`config.mk`:
```
export PLATFORM = sky130hd
export DESIGN_NAME = tagged_ea_unit
export DESIGN_NICKNAME = d
export VERILOG_FILES = /design/src/rtl/ea_pkg.sv /design/src/rtl/ea_xreg_bank.sv /design/src/rtl/ea_idx_select.sv /design/src/rtl/ea_ctrl.sv /design/src/rtl/tagged_ea_unit.sv
export SDC_FILE = /design/constraint.sdc
export NUM_CORES = 1
export LEC_CHECK = 0
export CORE_ASPECT_RATIO = 1.25
export CORE_MARGIN = 2
export CORE_UTILIZATION = 45
export CTS_CLUSTER_SIZE = 24
export DETAILED_ROUTE_END_ITERATION = 16
export PLACE_DENSITY = 0.69
export SLEW_MARGIN = 20
export SYNTH_ARGS = -nofsm -noshare
export SYNTH_HDL_FRONTEND = slang
export SYNTH_SLANG_ARGS = --single-unit
```
`constraint.sdc`:
```
create_clock -name clk -period 14 [get_ports clk]
set_input_delay 4.2 -clock clk [delete_from_list [all_inputs] [get_ports clk]]
set_output_delay 4.2 -clock clk [all_outputs]
set_load 0.01 [all_outputs]
```
`src/rtl/ea_pkg.sv`:
```
// Package: shared widths, field positions and state type for the
// effective-address unit. Assumes the 36-bit word is numbered from the
// left, so field bit n maps to SystemVerilog bit (WORD_W-1-n).
package ea_pkg;
    localparam int WORD_W   = 36;
    localparam int ADDR_W   = 15;
    localparam int TAG_W    = 3;
    localparam int FLAG_W   = 2;
    localparam int NUM_XR   = (1 << TAG_W) - 1;
    localparam int Y_LSB    = 0;
    localparam int TAG_LSB  = Y_LSB + ADDR_W;
    localparam int DEC_LSB  = TAG_LSB + TAG_W;
    localparam int FLAG_LSB = WORD_W - 14;

    typedef enum logic [0:0] {
        ST_IDLE  = 1'b0,
        ST_FETCH = 1'b1
    } ea_state_e;
endpackage

```
`src/rtl/ea_xreg_bank.sv`:
```
// Index register bank: NUM_XR registers numbered 1..NUM_XR, each written
// from a shared data bus when its mask bit is set. Assumes the mask is
// already qualified by the controller; several bits may be set at once.
module ea_xreg_bank #(
    parameter int ADDR_W = ea_pkg::ADDR_W,
    parameter int NUM_XR = ea_pkg::NUM_XR
) (
    input  logic                           clk,
    input  logic                           rst_n,
    input  logic [NUM_XR:1]                wr_mask,
    input  logic [ADDR_W-1:0]              wr_data,
    output logic [NUM_XR:1][ADDR_W-1:0]    xr_q
);
    for (genvar r = 1; r <= NUM_XR; r++) begin : g_reg
        // Hold register r; load the shared data when selected.
        always_ff @(posedge clk) begin
            if (!rst_n)
                xr_q[r] <= '0;
            else if (wr_mask[r])
                xr_q[r] <= wr_data;
        end

        // a selected register carries the written value next cycle.
        a_r5_load_lands: assert property (@(posedge clk) disable iff (!rst_n)
            wr_mask[r] |=> (xr_q[r] == $past(wr_data)));

        // an unselected register keeps its value.
        a_r10_reg_kept: assert property (@(posedge clk) disable iff (!rst_n)
            !wr_mask[r] |=> $stable(xr_q[r]));
    end
endmodule

```
`src/rtl/ea_idx_select.sv`:
```
// Index selection: turns a tag and the mode into a register select mask
// and the combined contribution. Compatibility mode lets tag bit i pick
// register 2^i and ORs the picked values; extended mode picks register
// number equal to the tag. Assumes tag 0 selects nothing in both modes.
module ea_idx_select #(
    parameter int ADDR_W = ea_pkg::ADDR_W,
    parameter int TAG_W  = ea_pkg::TAG_W,
    parameter int NUM_XR = ea_pkg::NUM_XR
) (
    input  logic                           ext_mode,
    input  logic [TAG_W-1:0]               tag,
    input  logic [NUM_XR:1][ADDR_W-1:0]    xr_q,
    output logic [NUM_XR:1]                sel_mask,
    output logic [ADDR_W-1:0]              contrib
);
    for (genvar r = 1; r <= NUM_XR; r++) begin : g_sel
        logic compat_hit;
        if ((r & (r - 1)) == 0) begin : g_pow2
            assign compat_hit = tag[$clog2(r)];
        end else begin : g_other
            assign compat_hit = 1'b0;
        end
        assign sel_mask[r] = ext_mode ? (tag == TAG_W'(r)) : compat_hit;
    end

    // OR together every selected register value.
    always_comb begin
        contrib = '0;
        for (int r = 1; r <= NUM_XR; r++) begin
            if (sel_mask[r])
                contrib = contrib | xr_q[r];
        end
    end
endmodule

```
`src/rtl/ea_ctrl.sv`:
```
// Controller: accepts requests while idle, holds the mode bit, issues and
// holds the indirect read, and registers the finished address with a
// one-cycle strobe. Assumes calc_ea is the indexed result for the word
// currently in use (request word when idle, fetched word when fetching).
module ea_ctrl #(
    parameter int ADDR_W = ea_pkg::ADDR_W,
    parameter int FLAG_W = ea_pkg::FLAG_W
) (
    input  logic               clk,
    input  logic               rst_n,
    input  logic               req_valid,
    input  logic               req_xctl,
    input  logic [FLAG_W-1:0]  req_flag,
    input  logic [ADDR_W-1:0]  req_y,
    input  logic               mode_leave,
    input  logic               mode_enter,
    input  logic               mem_rd_valid,
    input  logic [ADDR_W-1:0]  calc_ea,
    output logic               ext_mode,
    output logic               fetching,
    output logic               load_en,
    output logic               mem_rd_req,
    output logic [ADDR_W-1:0]  mem_rd_addr,
    output logic               ea_valid,
    output logic [ADDR_W-1:0]  ea_out
);
    import ea_pkg::*;

    ea_state_e state;
    logic      accept;
    logic      go_indirect;

    assign accept      = (state == ST_IDLE) && req_valid;
    assign go_indirect = accept && !req_xctl && (req_flag == {FLAG_W{1'b1}});
    assign load_en     = accept && req_xctl;
    assign fetching    = (state == ST_FETCH);

    // Track the register-count mode; leave wins over enter.
    always_ff @(posedge clk) begin
        if (!rst_n)
            ext_mode <= 1'b0;
        else if (mode_leave)
            ext_mode <= 1'b1;
        else if (mode_enter)
            ext_mode <= 1'b0;
    end

    // Sequence direct and indirect address formation.
    always_ff @(posedge clk) begin
        if (!rst_n) begin
            state       <= ST_IDLE;
            ea_valid    <= 1'b0;
            ea_out      <= '0;
            mem_rd_req  <= 1'b0;
            mem_rd_addr <= '0;
        end else begin
            ea_valid <= 1'b0;
            case (state)
                ST_IDLE: begin
                    if (go_indirect) begin
                        state       <= ST_FETCH;
                        mem_rd_req  <= 1'b1;
                        mem_rd_addr <= calc_ea;
                    end else if (accept) begin
                        ea_valid <= 1'b1;
                        ea_out   <= req_xctl ? req_y : calc_ea;
                    end
                end
                ST_FETCH: begin
                    if (mem_rd_valid) begin
                        state      <= ST_IDLE;
                        mem_rd_req <= 1'b0;
                        ea_valid   <= 1'b1;
                        ea_out     <= calc_ea;
                    end
                end
                default: state <= ST_IDLE;
            endcase
        end
    end

    // reset leaves the outputs quiet.
    a_r1_reset_quiet: assert property (@(posedge clk)
        !rst_n |=> (!ea_valid && !mem_rd_req));

    // a direct request yields a strobe on the next cycle.
    a_r2_direct_next: assert property (@(posedge clk) disable iff (!rst_n)
        (accept && !go_indirect) |=> ea_valid);

    // an index-control request returns its address field untouched.
    a_r6_ctl_plain_y: assert property (@(posedge clk) disable iff (!rst_n)
        (accept && req_xctl) |=> (ea_valid && !mem_rd_req && ea_out == $past(req_y)));

    // the leave command always lands in extended mode.
    a_r7_leave_lands: assert property (@(posedge clk) disable iff (!rst_n)
        mode_leave |=> ext_mode);

    // enter without leave returns to compatibility mode.
    a_r7_enter_lands: assert property (@(posedge clk) disable iff (!rst_n)
        (mode_enter && !mode_leave) |=> !ext_mode);

    // an unanswered read stays asserted with a steady address.
    a_r9_read_held: assert property (@(posedge clk) disable iff (!rst_n)
        (mem_rd_req && !mem_rd_valid) |=> (mem_rd_req && $stable(mem_rd_addr)));

    // an answered read completes on the next cycle.
    a_r9_read_done: assert property (@(posedge clk) disable iff (!rst_n)
        (mem_rd_req && mem_rd_valid) |=> (ea_valid && !mem_rd_req));

    // no strobe while a read is outstanding.
    a_r10_silent_fetch: assert property (@(posedge clk) disable iff (!rst_n)
        mem_rd_req |-> !ea_valid);
endmodule

```
`src/rtl/tagged_ea_unit.sv`:
```
// Top: forms a 15-bit effective address from a 36-bit word. Chooses the
// request word or the fetched indirect word as operand source, selects
// index registers by tag and mode, subtracts modulo 2^ADDR_W and hands
// the result to the controller. Assumes the word layout in ea_pkg.
module tagged_ea_unit #(
    parameter int WORD_W = ea_pkg::WORD_W,
    parameter int ADDR_W = ea_pkg::ADDR_W,
    parameter int TAG_W  = ea_pkg::TAG_W
) (
    input  logic               clk,
    input  logic               rst_n,
    input  logic               req_valid,
    input  logic [WORD_W-1:0]  req_word,
    input  logic               req_xctl,
    input  logic               mode_leave,
    input  logic               mode_enter,
    output logic               mem_rd_req,
    output logic [ADDR_W-1:0]  mem_rd_addr,
    input  logic               mem_rd_valid,
    input  logic [WORD_W-1:0]  mem_rd_data,
    output logic               ea_valid,
    output logic [ADDR_W-1:0]  ea_out
);
    localparam int NUM_XR   = (1 << TAG_W) - 1;
    localparam int FLAG_W   = ea_pkg::FLAG_W;
    localparam int TAG_LSB  = ADDR_W;
    localparam int DEC_LSB  = TAG_LSB + TAG_W;
    localparam int FLAG_LSB = WORD_W - 14;

    logic                         ext_mode;
    logic                         fetching;
    logic                         load_en;
    logic [WORD_W-1:0]            src_word;
    logic [TAG_W-1:0]             src_tag;
    logic [ADDR_W-1:0]            src_y;
    logic [NUM_XR:1]              sel_mask;
    logic [NUM_XR:1]              wr_mask;
    logic [ADDR_W-1:0]            contrib;
    logic [ADDR_W-1:0]            calc_ea;
    logic [NUM_XR:1][ADDR_W-1:0]  xr_q;

    // Operand source: the fetched word during an indirect read.
    assign src_word = fetching ? mem_rd_data : req_word;
    assign src_tag  = src_word[TAG_LSB +: TAG_W];
    assign src_y    = src_word[ADDR_W-1:0];
    assign calc_ea  = src_y - contrib;
    assign wr_mask  = load_en ? sel_mask : '0;

    ea_idx_select #(
        .ADDR_W (ADDR_W),
        .TAG_W  (TAG_W),
        .NUM_XR (NUM_XR)
    ) i_select (
        .ext_mode (ext_mode),
        .tag      (src_tag),
        .xr_q     (xr_q),
        .sel_mask (sel_mask),
        .contrib  (contrib)
    );

    ea_xreg_bank #(
        .ADDR_W (ADDR_W),
        .NUM_XR (NUM_XR)
    ) i_bank (
        .clk     (clk),
        .rst_n   (rst_n),
        .wr_mask (wr_mask),
        .wr_data (req_word[DEC_LSB +: ADDR_W]),
        .xr_q    (xr_q)
    );

    ea_ctrl #(
        .ADDR_W (ADDR_W),
        .FLAG_W (FLAG_W)
    ) i_ctrl (
        .clk          (clk),
        .rst_n        (rst_n),
        .req_valid    (req_valid),
        .req_xctl     (req_xctl),
        .req_flag     (req_word[FLAG_LSB +: FLAG_W]),
        .req_y        (req_word[ADDR_W-1:0]),
        .mode_leave   (mode_leave),
        .mode_enter   (mode_enter),
        .mem_rd_valid (mem_rd_valid),
        .calc_ea      (calc_ea),
        .ext_mode     (ext_mode),
        .fetching     (fetching),
        .load_en      (load_en),
        .mem_rd_req   (mem_rd_req),
        .mem_rd_addr  (mem_rd_addr),
        .ea_valid     (ea_valid),
        .ea_out       (ea_out)
    );

    // the strobed address never depends on anything but wrapped width.
    a_r3_no_overflow: assert property (@(posedge clk) disable iff (!rst_n)
        (req_valid && !fetching && !req_xctl && contrib == '0
         && req_word[FLAG_LSB +: FLAG_W] != {FLAG_W{1'b1}})
        |=> (ea_out == $past(req_word[ADDR_W-1:0])));
endmodule

```
==> summary.md <==
| Metric | Value |
|---|---|
| Outcome | `finished clean` |
| Synth warn | `0` |
| Pre-antenna DRT Iters | `6` |
| Fmax | `around 0.12 GHz` |
| Dpl hpwl | `11970 µm` |
| Ant. Diodes | `0` |
| Worst min path class | `flop to flop` |
| Power, Total | `approximately 0.99 mW` |
| Die height | `141.2 µm` |
| Number of I/O pins | `111` |
| Crit path launch type | `primary input` |
| Cell Pwr Density | `about 120 mW/mm²` |
| Crit Path Class | `primary input to flop` |
| Max FO, Critical Path | `15` |
| Fin area | `0.008285 mm²` |
| Cell area after synthesis | `0.006778 mm²` |
| Iteration-0 DRC Markers | `503` |
| Synthesized instance count | `828` |
| Die Area | `0.01607 mm²` |
| Largest net degree at the start of global routing | `117` |
| Core area | `0.01483 mm²` |
| Final Hold Fails | `0` |
| Sequential area share after synthesis | `41.06%` |
| Initial Util | `45.71%` |
| Hold-fix buffers, CTS | `0` |
| Via Count | `5981` |
| Max_slew headroom | `26.21%` |
| Crit path largest cell delay | `between 0.6 and 0.7 ns` |
| Post-CTS Setup Bufs | `0` |
| Final min period | `8.316 ns` |
| Post-route DRC | `0` |
| Clock Path Buffers | `2` |
| All-layer global routing usage | `23.26%` |
| Std cell rows | `50` |
| Met2 usage | `41.07%` |
| Clock-pin slew on the worst setup and hold paths | `0.06 ns` |
| # clock sinks | `139` |
| Routed Wire Length | `18470 µm` |
| Port Buffers | `just under 90` |
| GR peak layer | `met2` |
| CP cell instances | `clkdlybuf4s50_1, mux2_2, o21ai_0, and2_1, a222oi_1, nand3_1, ha_1, inv_1, fa_1, a211oi_1, o21ai_0, a21o_1, a21oi_1, xor2_1, o211ai_1, o211a_1` |
| Commonest non-fill, non-tap cell in the layout | `nand2_1` |
| Final ANT Viol Nets | `0` |
| Number of global-route vias before repair | `about 5700` |
| Met1 usage | `roughly 28%` |
| Yosys cell types | `54` |
| Setup TNS Final | `0 ns` |
| Leakage | `2.825 nW` |
| Final setup fails | `0` |
| Initial antenna violation count | `0` |
| CTS tree | `done` |
| DIE WIDTH | `~110 µm` |
| Final Max Slew Viols | `0` |
| Avg Inst Size Synth | `8.186 µm²` |
| Post-Syn Nets | `922` |
| GPL Wtd Cong | `0.8155` |
| Synth-to-Final Area Change | `22.24%` |
| Routed len/inst | `17.12 µm` |
| Commonest non-fill, non-tap cells in the layout | `nand2_1 (271), dfxtp_1 (139), a21boi_0 (104)` |
| Root Driver | `clkbuf_16` |
| Top FF cell, synth | `dfxtp_1` |
| Arr. time, crit path | `roughly 8.6 ns` |
| EDFF count, synth | `0` |
| RSZ-0062 raised after global routing | `no` |
| Period utilization | `59.40%` |
| Clock Skew | `0.006612 ns` |
| Most common cell on crit path | `o21ai_0` |
| Max IR drop VDD | `0.07230 mV` |
| Placed cell areas | `0.007686 mm²` |
| Num CTS Buffers | `17` |
| Post-cts resize count | `0` |
| CP endpoint kind | `flop` |
| Synth Register Bits | `139` |
| Fraction of layout cells with a size suffix above 1 | `7.023%` |
| Critical path required time | `14.31 ns` |
| Remaining Overflow, GRT | `0` |
| Slew @ Worst Pin | `about 1.1 ns` |
| First-pass GRT wire length | `29350 µm` |
| Filler cells | `1391` |
| Synth async-reset ratio | `0%` |
| Clk_lat worst skew | `0.42 ns` |
| Via/cell ratio | `5.543` |
| Total of max-cap violations | `0` |
| Grt met3 use | `4.127%` |
| Slowest CP cell | `and2_1` |
| Nets | `978` |
| Htree depth | `4` |
where the power goes:
| group | internal, mW | switching, mW |
|---|---|---|
| logic | 0.0589 | 0.0685 |
| registers | 0.407 | 0.00583 |
| clock network | 0.281 | 0.170 |
final cells by class:
class	instances	area [µm²]	area share [%]
Inverter	7	26.28	0.3171
Timing Repair Buffer	97	948.4	11.45
Clock inverter	10	115.1	1.389
Sequential cell	139	2783	33.59
Multi-Input combinational cell	622	3701	44.67
Clock buffer	22	484.2	5.844
Tap cell	182	227.7	2.748
critical path: cells and delay by family:
family | cells | cell delay, ns
AOI/OAI and AO/OA | 8 | 1.82
and+or+nand+nor | 2 | 0.81
adders and majority gates | 2 | 0.61
buffers and inverters | 2 | 0.54
muxes | 1 | 0.36
xor gates and xnor gates | 1 | 0.27
layer usage:
| layer | wire length (µm) | up-vias |
|---|---|---|
| li1 | - | 2975 |
| met1 | 7813 | 2787 |
| met3 | 956 | 42 |
| met5 | 0 | - |
| met2 | 9244 | 177 |
| met4 | 456 | 0 |
state kept, by name, summed over array words and instances, names as in the netlist:
| name | count |
|---|---|
| i_ctrl.mem_rd_addr | 15 |
| i_ctrl.ea_valid | 1 |
| i_ctrl.fetching | 1 |
| i_ctrl.mem_rd_req | 1 |
| i_ctrl.ext_mode | 1 |
| i_bank.xr_q | 105 |
| i_ctrl.ea_out | 15 |
logic make-up after synthesis:
logic type,count (synthesis),share of synthesized area (%)
mux,23,3.858
xor+xnor,13,1.680
fa+ha+maj,15,2.880
simple gates,336,20.53
flops,139,41.06
compound gates,235,25.62
buf+inv,67,4.375
synthesized netlist by cell type, types with 4 or more instances:
master	count	area [µm²]
a21boi_0	104	780.8
a21boi_1	12	90.09
a21oi_1	12	60.06
a222oi_1	14	140.1
a22oi_1	28	210.2
a31oi_1	7	43.79
and2_0	4	25.02
and2_1	6	37.54
and3_1	14	87.58
buf_2	19	95.09
clkbuf_1	38	142.6
dfxtp_1	139	2783
ha_1	14	175.2
inv_1	7	26.28
mux2_2	15	168.9
mux2i_1	7	70.07
nand2_1	271	1017
nand3_1	10	50.05
nor2_1	15	56.30
nor2b_1	4	25.02
o211a_1	6	60.06
o21a_1	5	37.54
o21ai_0	23	115.1
xnor2_1	6	52.55
xor2_1	7	61.31
path summary, 6_finish.rpt:
check                     endpoint  slack (ns)  depth (start not counted)            start
setup / recovery  i_ctrl.ea_out[8]        5.68                         16  mem_rd_data[17]
hold reg to reg    i_bank.xr_q[88]        0.45                          2  i_bank.xr_q[88]
setup reg to reg  i_ctrl.ea_out[8]        9.18                         15  i_ctrl.fetching
hold / removal     i_bank.xr_q[88]        0.45                          2  i_bank.xr_q[88]
metrics by stage:
stage                     cells  util (%)  setup slack, ns  hold WS (ns)
after floorplan             828         -            6.709        0.4344
after global placement     1047     51.84            5.408        0.4420
after detailed placement   1047     51.84            5.330        0.4479
after CTS                  1079     55.88            5.747        0.4575
after global routing       1079     55.88            5.365        0.4700
final                      1079     55.88            5.684        0.4545
(Power assumes the default switching activity.)
